==> config.mk <==
export PLATFORM = sky130hd
export DESIGN_NAME = de_emph_serializer
export DESIGN_NICKNAME = d
export VERILOG_FILES = /design/src/rtl/de_emph_pkg.sv /design/src/rtl/de_emph_ser_stage.sv /design/src/rtl/de_emph_tap_weights.sv /design/src/rtl/de_emph_fir_stage.sv /design/src/rtl/de_emph_serializer.sv
export SDC_FILE = /design/constraint.sdc
export NUM_CORES = 1
export LEC_CHECK = 0
export ABC_AREA = 1
export CAP_MARGIN = 0
export CORE_AREA = 2 2 57 59
export CTS_CLUSTER_SIZE = 25
export DETAILED_ROUTE_END_ITERATION = 10
export DIE_AREA = 0 0 59 61
export HOLD_SLACK_MARGIN = 0.06
export PLACE_DENSITY = 0.78
export SLEW_MARGIN = 15
export SYNTH_ARGS = -nofsm -noshare
export SYNTH_HDL_FRONTEND = slang
export SYNTH_HIERARCHICAL = 1
export SYNTH_SLANG_ARGS = --single-unit
==> constraint.sdc <==
create_clock -name clk -period 5.08 [get_ports clk]
set_input_delay 1.016 -clock clk [delete_from_list [all_inputs] [get_ports clk]]
set_output_delay 1.016 -clock clk [all_outputs]
set_load 0.03 [all_outputs]
==> src/rtl/de_emph_pkg.sv <==
// Shared types for the de-emphasis serializer.
package de_emph_pkg;

    // Ratio of post weight to main weight.
    typedef enum logic [1:0] {
        RATIO_THIRD      = 2'd0,
        RATIO_HALF       = 2'd1,
        RATIO_TWO_THIRDS = 2'd2,
        RATIO_FULL       = 2'd3
    } ratio_e;

endpackage

==> src/rtl/de_emph_ser_stage.sv <==
// Parallel-to-serial stage. Loads a word when no bits are pending and
// emits one bit per clock, lowest bit first.
// Assumes: words are offered at most once per WORD_W cycles; any offer
// made while bits are pending is dropped.
module de_emph_ser_stage #(
    parameter int WORD_W = 2
) (
    input  logic              clk,
    input  logic              rst_n,
    input  logic [WORD_W-1:0] word_in,
    input  logic              word_valid,
    output logic              bit_q,
    output logic              bit_vld
);
    localparam int CNT_W = (WORD_W > 2) ? $clog2(WORD_W) : 1;

    logic [WORD_W-1:0] shreg_q;
    logic [CNT_W-1:0]  left_q;

    // Load a new word or shift out the next pending bit.
    always_ff @(posedge clk) begin
        if (!rst_n) begin
            shreg_q <= '0;
            left_q  <= '0;
            bit_q   <= 1'b0;
            bit_vld <= 1'b0;
        end else if (left_q != '0) begin
            bit_q   <= shreg_q[0];
            shreg_q <= shreg_q >> 1;
            left_q  <= left_q - 1'b1;
            bit_vld <= 1'b1;
        end else if (word_valid) begin
            bit_q   <= word_in[0];
            shreg_q <= word_in >> 1;
            left_q  <= CNT_W'(WORD_W - 1);
            bit_vld <= 1'b1;
        end else begin
            bit_vld <= 1'b0;
        end
    end
endmodule

==> src/rtl/de_emph_tap_weights.sv <==
// Works out the post-cursor weight from the main weight and the ratio
// select, rounding down. Bypass forces it to zero.
// Assumes: the result never exceeds the main weight.
module de_emph_tap_weights
    import de_emph_pkg::*;
#(
    parameter int C_W = 6
) (
    input  logic [C_W-1:0] main_wt,
    input  ratio_e         ratio,
    input  logic           bypass,
    output logic [C_W-1:0] post_wt
);
    localparam int P_W = C_W + 1;

    logic [P_W-1:0] ext_wt;
    logic [P_W-1:0] scaled;

    assign ext_wt = {1'b0, main_wt};

    // Pick the scaled weight for the selected ratio.
    always_comb begin
        unique case (ratio)
            RATIO_THIRD:      scaled = ext_wt / P_W'(3);
            RATIO_HALF:       scaled = ext_wt >> 1;
            RATIO_TWO_THIRDS: scaled = (ext_wt << 1) / P_W'(3);
            default:          scaled = ext_wt;
        endcase
        post_wt = bypass ? '0 : scaled[C_W-1:0];
    end
endmodule

==> src/rtl/de_emph_fir_stage.sv <==
// One-post-tap FIR. Weighs the current bit against the remembered
// previous bit and registers a signed amplitude code each UI.
// Assumes: post_wt <= main_wt and A_W > C_W + 1.
module de_emph_fir_stage #(
    parameter int C_W = 6,
    parameter int A_W = 8
) (
    input  logic                  clk,
    input  logic                  rst_n,
    input  logic                  bit_q,
    input  logic                  bit_vld,
    input  logic [C_W-1:0]        main_wt,
    input  logic [C_W-1:0]        post_wt,
    output logic signed [A_W-1:0] amp_q,
    output logic                  vld_q,
    output logic                  trans_q
);
    localparam int M_W = C_W + 1;

    logic                  prev_q;
    logic                  trans;
    logic [M_W-1:0]        mag;
    logic signed [A_W-1:0] mag_ext;
    logic signed [A_W-1:0] amp_next;

    // Choose the boosted or reduced magnitude and apply the bit's sign.
    always_comb begin
        trans    = bit_q ^ prev_q;
        mag      = trans ? ({1'b0, main_wt} + {1'b0, post_wt})
                         : ({1'b0, main_wt} - {1'b0, post_wt});
        mag_ext  = {{(A_W-M_W){1'b0}}, mag};
        amp_next = bit_q ? mag_ext : (A_W'(0) - mag_ext);
    end

    // Register the symbol and move the history forward on valid bits.
    always_ff @(posedge clk) begin
        if (!rst_n) begin
            prev_q  <= 1'b0;
            amp_q   <= '0;
            vld_q   <= 1'b0;
            trans_q <= 1'b0;
        end else if (bit_vld) begin
            prev_q  <= bit_q;
            amp_q   <= amp_next;
            vld_q   <= 1'b1;
            trans_q <= trans;
        end else begin
            amp_q   <= '0;
            vld_q   <= 1'b0;
            trans_q <= 1'b0;
        end
    end
endmodule

==> src/rtl/de_emph_serializer.sv <==
// Top: a 2:1 serializer merged into a one-post-tap de-emphasis FIR.
// Assumes: the weight inputs are steady while a word is in flight.
module de_emph_serializer
    import de_emph_pkg::*;
#(
    parameter int C_W    = 6,
    parameter int A_W    = 8,
    parameter int WORD_W = 2
) (
    input  logic              clk,
    input  logic              rst_n,
    input  logic [WORD_W-1:0] word_in,
    input  logic              word_valid,
    input  logic [C_W-1:0]    main_wt,
    input  logic [1:0]        ratio_sel,
    input  logic              bypass,
    output logic [A_W-1:0]    amp_out,
    output logic              amp_valid,
    output logic              amp_trans
);
    logic                  ser_bit;
    logic                  ser_vld;
    logic [C_W-1:0]        post_wt;
    logic signed [A_W-1:0] amp_s;

    de_emph_ser_stage #(.WORD_W(WORD_W)) ser_i (
        .clk(clk), .rst_n(rst_n), .word_in(word_in), .word_valid(word_valid),
        .bit_q(ser_bit), .bit_vld(ser_vld)
    );

    de_emph_tap_weights #(.C_W(C_W)) wt_i (
        .main_wt(main_wt), .ratio(ratio_e'(ratio_sel)), .bypass(bypass),
        .post_wt(post_wt)
    );

    de_emph_fir_stage #(.C_W(C_W), .A_W(A_W)) fir_i (
        .clk(clk), .rst_n(rst_n), .bit_q(ser_bit), .bit_vld(ser_vld),
        .main_wt(main_wt), .post_wt(post_wt),
        .amp_q(amp_s), .vld_q(amp_valid), .trans_q(amp_trans)
    );

    assign amp_out = amp_s;
endmodule

Word level (Yosys, flattened, before mapping)
Cells that the tools add are included.

storage, ports and cells
  flip-flop bits (word level) = 15
  input port bits = 14
  output and inout port bits = 10
  word-level logic and storage cells = 36

cells by class
  $add $sub $neg = 4
  divide/modulo/power cells = 2
  eq/ne operators = 2
  mux-type cells = 12
  bitwise operators = 3
  reductions and logical operators = 4

operators by type and width
  operator                                                            number
  6-bit case mux with 3 select lines                                  1
  7-bit two-way mux                                                   2
  1-bit two-way mux                                                   8
  1-bit by 7-bit subtractor with 8-bit output (first input constant)  1
  6-bit by 6-bit adder with 7-bit output                              1
  6-bit by 2-bit divider with 7-bit output (second input constant)    1
  7-bit by 2-bit divider with 7-bit output (second input constant)    1
  6-bit by 6-bit subtractor with 7-bit output                         1
  6-bit two-way mux                                                   1
  3-bit OR reduction                                                  1
  2-bit by 1-bit == test with 1-bit output (second input constant)    1
  2-bit == test (second input constant)                               1
  2-bit zero test                                                     1
  1-bit NOT                                                           2
  2-bit AND reduction                                                 1
  2-bit nonzero test                                                  1
  1-bit subtractor (second input constant)                            1
  1-bit XOR                                                           1

Longest topological paths before layout
  depth in word-level cells = 7
  depth in mapped cells = 37
  depth with buffers taken out = 37

By module
The synthesis kept the hierarchy.

by module, submodules not included
  module               times used  cells each  area each (µm²)  seq. area each (µm²)
  de_emph_fir_stage    1           136         893.4            220.2
  de_emph_tap_weights  1           97          509.2            0.0
  de_emph_ser_stage    1           19          145.1            80.1

Worst setup path before layout
No wires, ideal clock.

  kind = input to register
  from = input ratio_sel[0]
  to = register fir_i.amp_q[6]
  setup time = 0.116 ns
  arrival time = 4.364 ns
  required time = 4.964 ns
  setup slack = 0.600 ns
  stages on the path = 30
  path buffers = 0
  cells stage by stage = inv_2 -> nand2_4 -> nand2_2 -> nand2_4 -> nor2_1 -> nor2_2 -> a21oi_2 -> inv_1 -> nand2_2 -> nand2_1 -> and2_1 -> ha_1 -> a31oi_1 -> nand3_1 -> nand2_1 -> a21oi_2 -> inv_1 -> ha_1 -> nand2_1 -> o21ai_0 -> fa_1 -> inv_1 -> ha_1 -> inv_1 -> nor2_1 -> nand3_1 -> nor2_1 -> nand2_1 -> a21oi_1 -> nor2_2

on the way
  longest elaborated chain between the ends = 7
  elaborated cells on any way between the ends = 10
  those cells by class = add/sub: 3; eq/ne: 2; mux: 4; reduce/logical: 1

RTL lines
  item                                                                                                          RTL line                                          RTL
  start, declared                                                                                               de_emph_serializer.sv:15                          input logic [1:0] ratio_sel,
  2-bit == test, or another cell as far along                                                                   de_emph_tap_weights.sv:23                         unique case (ratio)
  6-bit case mux with 3 select lines *                                                                          de_emph_tap_weights.sv:23
  6-bit two-way mux *                                                                                           de_emph_tap_weights.sv:29                         post_wt = bypass ? '0 : scaled[C_W-1:0];
  via post_wt[0]                                                                                                de_emph_serializer.sv:23                          logic [C_W-1:0] post_wt;
  6-bit by 6-bit subtractor with 7-bit output / 6-bit by 6-bit adder with 7-bit output (equally long branches)  de_emph_fir_stage.sv:30, de_emph_fir_stage.sv:29
  7-bit two-way mux *                                                                                           de_emph_fir_stage.sv:29                           mag = trans ? ({1'b0, main_wt} + {1'b0, post_wt})
  1-bit by 7-bit subtractor with 8-bit output                                                                   de_emph_fir_stage.sv:32                           amp_next = bit_q ? mag_ext : (A_W'(0) - mag_ext);
  7-bit two-way mux *                                                                                           de_emph_fir_stage.sv:32
  end signal, assigned                                                                                          de_emph_fir_stage.sv:44                           amp_q <= amp_next;
  end, declared                                                                                                 de_emph_fir_stage.sv:14                           output logic signed [A_W-1:0] amp_q,

The timed path passes the listed nets; every way through them passes the cells marked *.
A chain may end at the register's enable or synchronous reset.

Worst setup path in the final report
  from = input main_wt[2]
  to = register fir_i.amp_q[6]

on the way
  longest elaborated chain between the ends = 7
  elaborated cells on any way between the ends = 9
  those cells by class = add/sub: 3; div: 2; mux: 4

RTL lines
  item                                                                                                          RTL line                                              RTL
  start, declared                                                                                               de_emph_serializer.sv:14                              input logic [C_W-1:0] main_wt,
  7-bit by 2-bit divider with 7-bit output / 6-bit by 2-bit divider with 7-bit output (equally long branches)   de_emph_tap_weights.sv:26, de_emph_tap_weights.sv:24
  6-bit case mux with 3 select lines *                                                                          de_emph_tap_weights.sv:23
  6-bit two-way mux *                                                                                           de_emph_tap_weights.sv:29
  via post_wt[0]                                                                                                de_emph_serializer.sv:23
  6-bit by 6-bit subtractor with 7-bit output / 6-bit by 6-bit adder with 7-bit output (equally long branches)  de_emph_fir_stage.sv:30, de_emph_fir_stage.sv:29
  7-bit two-way mux *                                                                                           de_emph_fir_stage.sv:29
  1-bit by 7-bit subtractor with 8-bit output                                                                   de_emph_fir_stage.sv:32
  7-bit two-way mux *                                                                                           de_emph_fir_stage.sv:32

Marks and branches as above.

==> summary by stage <==
Die
The core region is 0.002953 sq mm. The area of the die is 0.003599 sq mm. From left edge to right edge, the die measures 59 microns. The initialized floorplan defines 20 standard-cell rows.

The number of top-level design ports is 24. The die boundary height is 61 microns. The initial utilization of the core area, before any placement, comes to 52.42%.

Power and ir drop
Of the total power, the share spent switching nets is 43.52%. The completed layout was analyzed and its total power is 542.9 uW. IR analysis of the VDD net gives a maximum drop of 150.6 uV. Dividing total power by cell area gives a power density of 253.8 mW/mm^2. In this run the static leakage power is 1.165 nW. The clock share of power is 12.0%. Per report_power, the sequential group accounts for 24.2% of the total. The switching component of the power is 236.3 uW. The internal cell power is 306.6 uW. Of the total power, combinational logic draws 63.8%.

STA
The actual transition at the worst max-transition pin is 0.4617 ns. After layout, the worst path uses 90.88% of the clock period. The final-report max-slew violation count came to 0. Setup violations remaining at the end of the flow were counted as 0.

The post-route minimum period is 4.617 ns. Summed over all failing endpoints, the final setup total negative slack is 0 ns. Headroom to the max-slew limit came out at 68.89%. Setup repair after global routing left no endpoint under its margin. The upper clock frequency limit is 216.6 MHz. The count of final hold-check violations is 0. Between clock sinks in the finished design, the worst skew comes to 0.004593 ns.

Detailed routing
The DRC violation count after routing is 0. The total via count in the routed design is 1692. The routed wire length on met2 is 1544 microns. Summed over all nets, wire length on met3 after detailed routing comes to 135 microns. Dividing the detail-routed wire length by the instance count gives 10.02 microns. The first-pass detailed-route iteration total is 4. The top layer used by detailed routing is met3. The detailed router put a total of 1718 microns of wire on met1. The routed wire length is 3398 microns. The number of nets with antenna violations after detailed routing is 0. The count of routing violations after the opening detailed-route iteration is 56. Dividing the detail-routed via count by the number of cells gives 4.991.

Placement
The number of buffers added on ports is 23. The HPWL reported at the end of detailed placement is 2705 microns. The congestion estimate from routability-driven global placement came to 0.8675.

GRT
Global routing finished with a remaining overflow of 0. The initial antenna violation count came to 0. The number of global-route vias before repair is 1371. The global-route wire length before repair is 5506 microns. Entering global routing, the biggest net connects 10 pins.

In the global route stage, overall resource usage came out at 19.34%.

Logic synthesis
After synthesis, the share of cell area in mux cells is 0%. Counting flops with an async set or reset pin after synthesis yields a share of 0%. The synthesized netlist occupies a cell area of 0.001548 sq mm.

Counting every net in the synthesized netlist gives 277. The share of synthesized cell area in and, or, nand and nor gates is 41.79%. By instance count, the leading cell after synthesis is sky130_fd_sc_hd__nand2_1. After synthesis, the cell types taking the most area are sky130_fd_sc_hd__dfxtp_1 19%, sky130_fd_sc_hd__nand2_1 16%, sky130_fd_sc_hd__inv_1 11%.

In this run, synthesis inferred 0 flip-flops with an integrated enable. Of the total synthesized cell area, the portion taken by full adders, half adders and majority gates is 9.378%. By area, the combinational part of the netlist is dominated by simple AND/OR/NAND/NOR gates.

The part of the Yosys area used for sequential elements is 19.40%. The leading register cell type out of synthesis is sky130_fd_sc_hd__dfxtp_1. Summing the areas of all xor and xnor instances in the mapped netlist gives 3.314% of the synthesized area.

Dividing the synthesized area by the synthesized cell count gives 6.142 sq um. The Yosys step of the flow raised 6 warnings. Counting every instance in the synthesized netlist gives 252. The biggest area contributor in the post-synthesis netlist is sky130_fd_sc_hd__dfxtp_1. Counting flops and latches in the post-synthesis netlist gives 15. Sorting the synthesized cells by how often they occur yields 67 x sky130_fd_sc_hd__nand2_1, 44 x sky130_fd_sc_hd__inv_1, 25 x sky130_fd_sc_hd__nand3_1, 18 x sky130_fd_sc_hd__nor2_1, 15 x sky130_fd_sc_hd__dfxtp_1. The number of library cell types mapped by synthesis is 34. The area share of the largest cell type after synthesis is 19.40%.

The synthesized netlist devotes 13.02% of its cell area to compound gates.

Worst setup path
The nature of the critical path startpoint is a primary input. The launch point of the worst reg-to-reg path is ser_i/bit_q$_SDFFE_PN0P_. For the worst setup path, the data required time is 5.26 ns. The worst register-to-register path has a depth of 14. The capturing element type of the critical path is a flop. STA puts the critical path data arrival time at 4.80 ns.

The worst-path maximum fanout is 3. The worst register-to-register path ends at fir_i/amp_q[6]$_SDFF_PN0_. For this run, the slowest stage of the critical path takes 0.52 ns.

The type of the worst setup path is in -> reg. Across all register-to-register paths, the minimum setup slack is 2.64 ns. On the critical path, the stage with the largest delay is an instance of sky130_fd_sc_hd__fa_1.

Clocking
Clock tree synthesis selected as its root buffer the cell sky130_fd_sc_hd__clkbuf_4. The longest clock path from root to sink contains 2 buffers. The clock insertion delay at the later pin of the skew report is 0.28 ns. In this run the number of H-tree levels came out at 1. TritonCTS created 3 clock buffers. The clock drives 15 sinks.

After clock tree synthesis, the flow added hold-fix buffers numbering 0. TritonCTS built the clock tree. The clock-pin transition on the worst setup and hold timing paths is 0.08 ns.

Final layout
Cells with a size suffix above 1 make up 24.84% of the layout. The final layout net count is 332. Compared with the post-synthesis result, the final layout area differs by 38.24%.

The number of diodes added for antenna fixing is 0. The area of combinational cells with multiple inputs is 0.001120 sq mm. The layout has 250 filler cells. The sequential cell area in the final layout is 300.3 sq um.

Hold path
The origin of the worst min-delay path is ser_i/shreg_q[0]$_SDFFE_PN0P_. The class of the worst hold path is reg -> reg. The path with the worst hold slack has its endpoint at ser_i/shreg_q[0]$_SDFFE_PN0P_. Along the worst hold path, the cell count comes to 2.

Run status
The run finished with clean final reports.

Run
The number of max-cap violations is 0.
## state kept, by name (all words and copies together) (netlist names)
name	cells
fir_i/amp_q	8
fir_i/prev_q	1
fir_i/trans_q	1
fir_i/vld_q	1
ser_i/bit_q	1
ser_i/bit_vld	1
ser_i/left_q	1
ser_i/shreg_q	1
## per-layer routing
| layer | global-route usage [%] | vias up |
|---|---|---|
| met1 | 26.90 | 755 |
| met2 | 32.06 | 28 |
| li1 | - | 909 |
| met4 | 1.299 | 0 |
| met5 | 0 | - |
| met3 | 4.478 | 0 |
## worst max path at each step
stage                             from                        end  slack (ns)
after floorplan           ratio_sel[0]  fir_i/amp_q[6]$_SDFF_PN0_        0.60
after global placement    ratio_sel[0]  fir_i/amp_q[6]$_SDFF_PN0_       -0.11
after detailed placement  ratio_sel[1]  fir_i/amp_q[6]$_SDFF_PN0_       -0.12
after CTS                 ratio_sel[1]  fir_i/amp_q[6]$_SDFF_PN0_        0.17
after global routing        main_wt[2]  fir_i/amp_q[6]$_SDFF_PN0_         0.1
final                       main_wt[2]  fir_i/amp_q[6]$_SDFF_PN0_        0.46
## power groups by stage
stage | logic [mW] | registers, mW | clock network (mW)
after global placement | 0.312 | 0.133 | 0
final | 0.346 | 0.131 | 0.0653
after detailed placement | 0.317 | 0.134 | 0
after CTS | 0.319 | 0.131 | 0.0677
after global routing | 0.390 | 0.132 | 0.0737
after floorplan | 0.209 | 0.147 | 0
## cells by family (layout without fill, tap and decap cells)
family | Yosys count | in the layout
buffers and inverters | 53 | 107
and+or+nand+nor | 139 | 139
adders and majority gates | 11 | 11
xor gates and xnor gates | 5 | 5
DFF | 15 | 15
AOI/OAI and AO/OA | 29 | 29
## final cells by class
cell class	count	area share (%)
repair buffers	51	21.35
clock buffers	4	1.228
multi-input cells	184	52.34
inverters	52	9.123
flip-flops and latches	15	14.04
well taps	33	1.930
## cells in the final DEF, fill, tap and decap left out, types with 4 or more instances in the layout
cell type and n:
sky130_fd_sc_hd__nand3_2 6, sky130_fd_sc_hd__o21ai_0 4, sky130_fd_sc_hd__nand3_1 23, sky130_fd_sc_hd__nor2_2 6
sky130_fd_sc_hd__inv_1 43, sky130_fd_sc_hd__nor2_1 15, sky130_fd_sc_hd__inv_2 7, sky130_fd_sc_hd__buf_4 27
sky130_fd_sc_hd__ha_1 8, sky130_fd_sc_hd__nand2_2 10, sky130_fd_sc_hd__dfxtp_1 15, sky130_fd_sc_hd__a21oi_1 7
sky130_fd_sc_hd__nand4_1 5, sky130_fd_sc_hd__dlymetal6s2s_1 5, sky130_fd_sc_hd__nand2_1 64, sky130_fd_sc_hd__clkdlybuf4s50_1 18
## through the flow
step           cell area, sq um  std cells  hold slack [ns]  worst slack (ns)  util, %
6_report                   2140        339           0.4750            0.4631    72.46
5_1_grt                    2140        339           0.4987           0.09597    72.46
4_1_cts                    2011        334           0.4757            0.1749    68.09
3_5_place_dp               1984        330           0.4623           -0.1152    67.20
3_3_place_gp               1984        330           0.4625           -0.1051    67.20
2_1_floorplan              1548        252           0.4473            0.5998        -
## worst max-delay path: cells and delay by family
| kind | cells | cell delay (ns) |
|---|---|---|
| buffers and inverters | 7 | 0.88 |
| adder cells (fa/ha/maj) | 4 | 1.02 |
| AND/OR/NAND/NOR | 13 | 1.14 |
| AO/OA/AOI/OAI | 5 | 0.75 |
## repair_timing
action | CTS | global route
resized for setup | 0 | 26
endpoints found under the setup margin | 0 | 6
setup buffers | 0 | 5
Note: power is estimated with default switching activity, not from simulation.
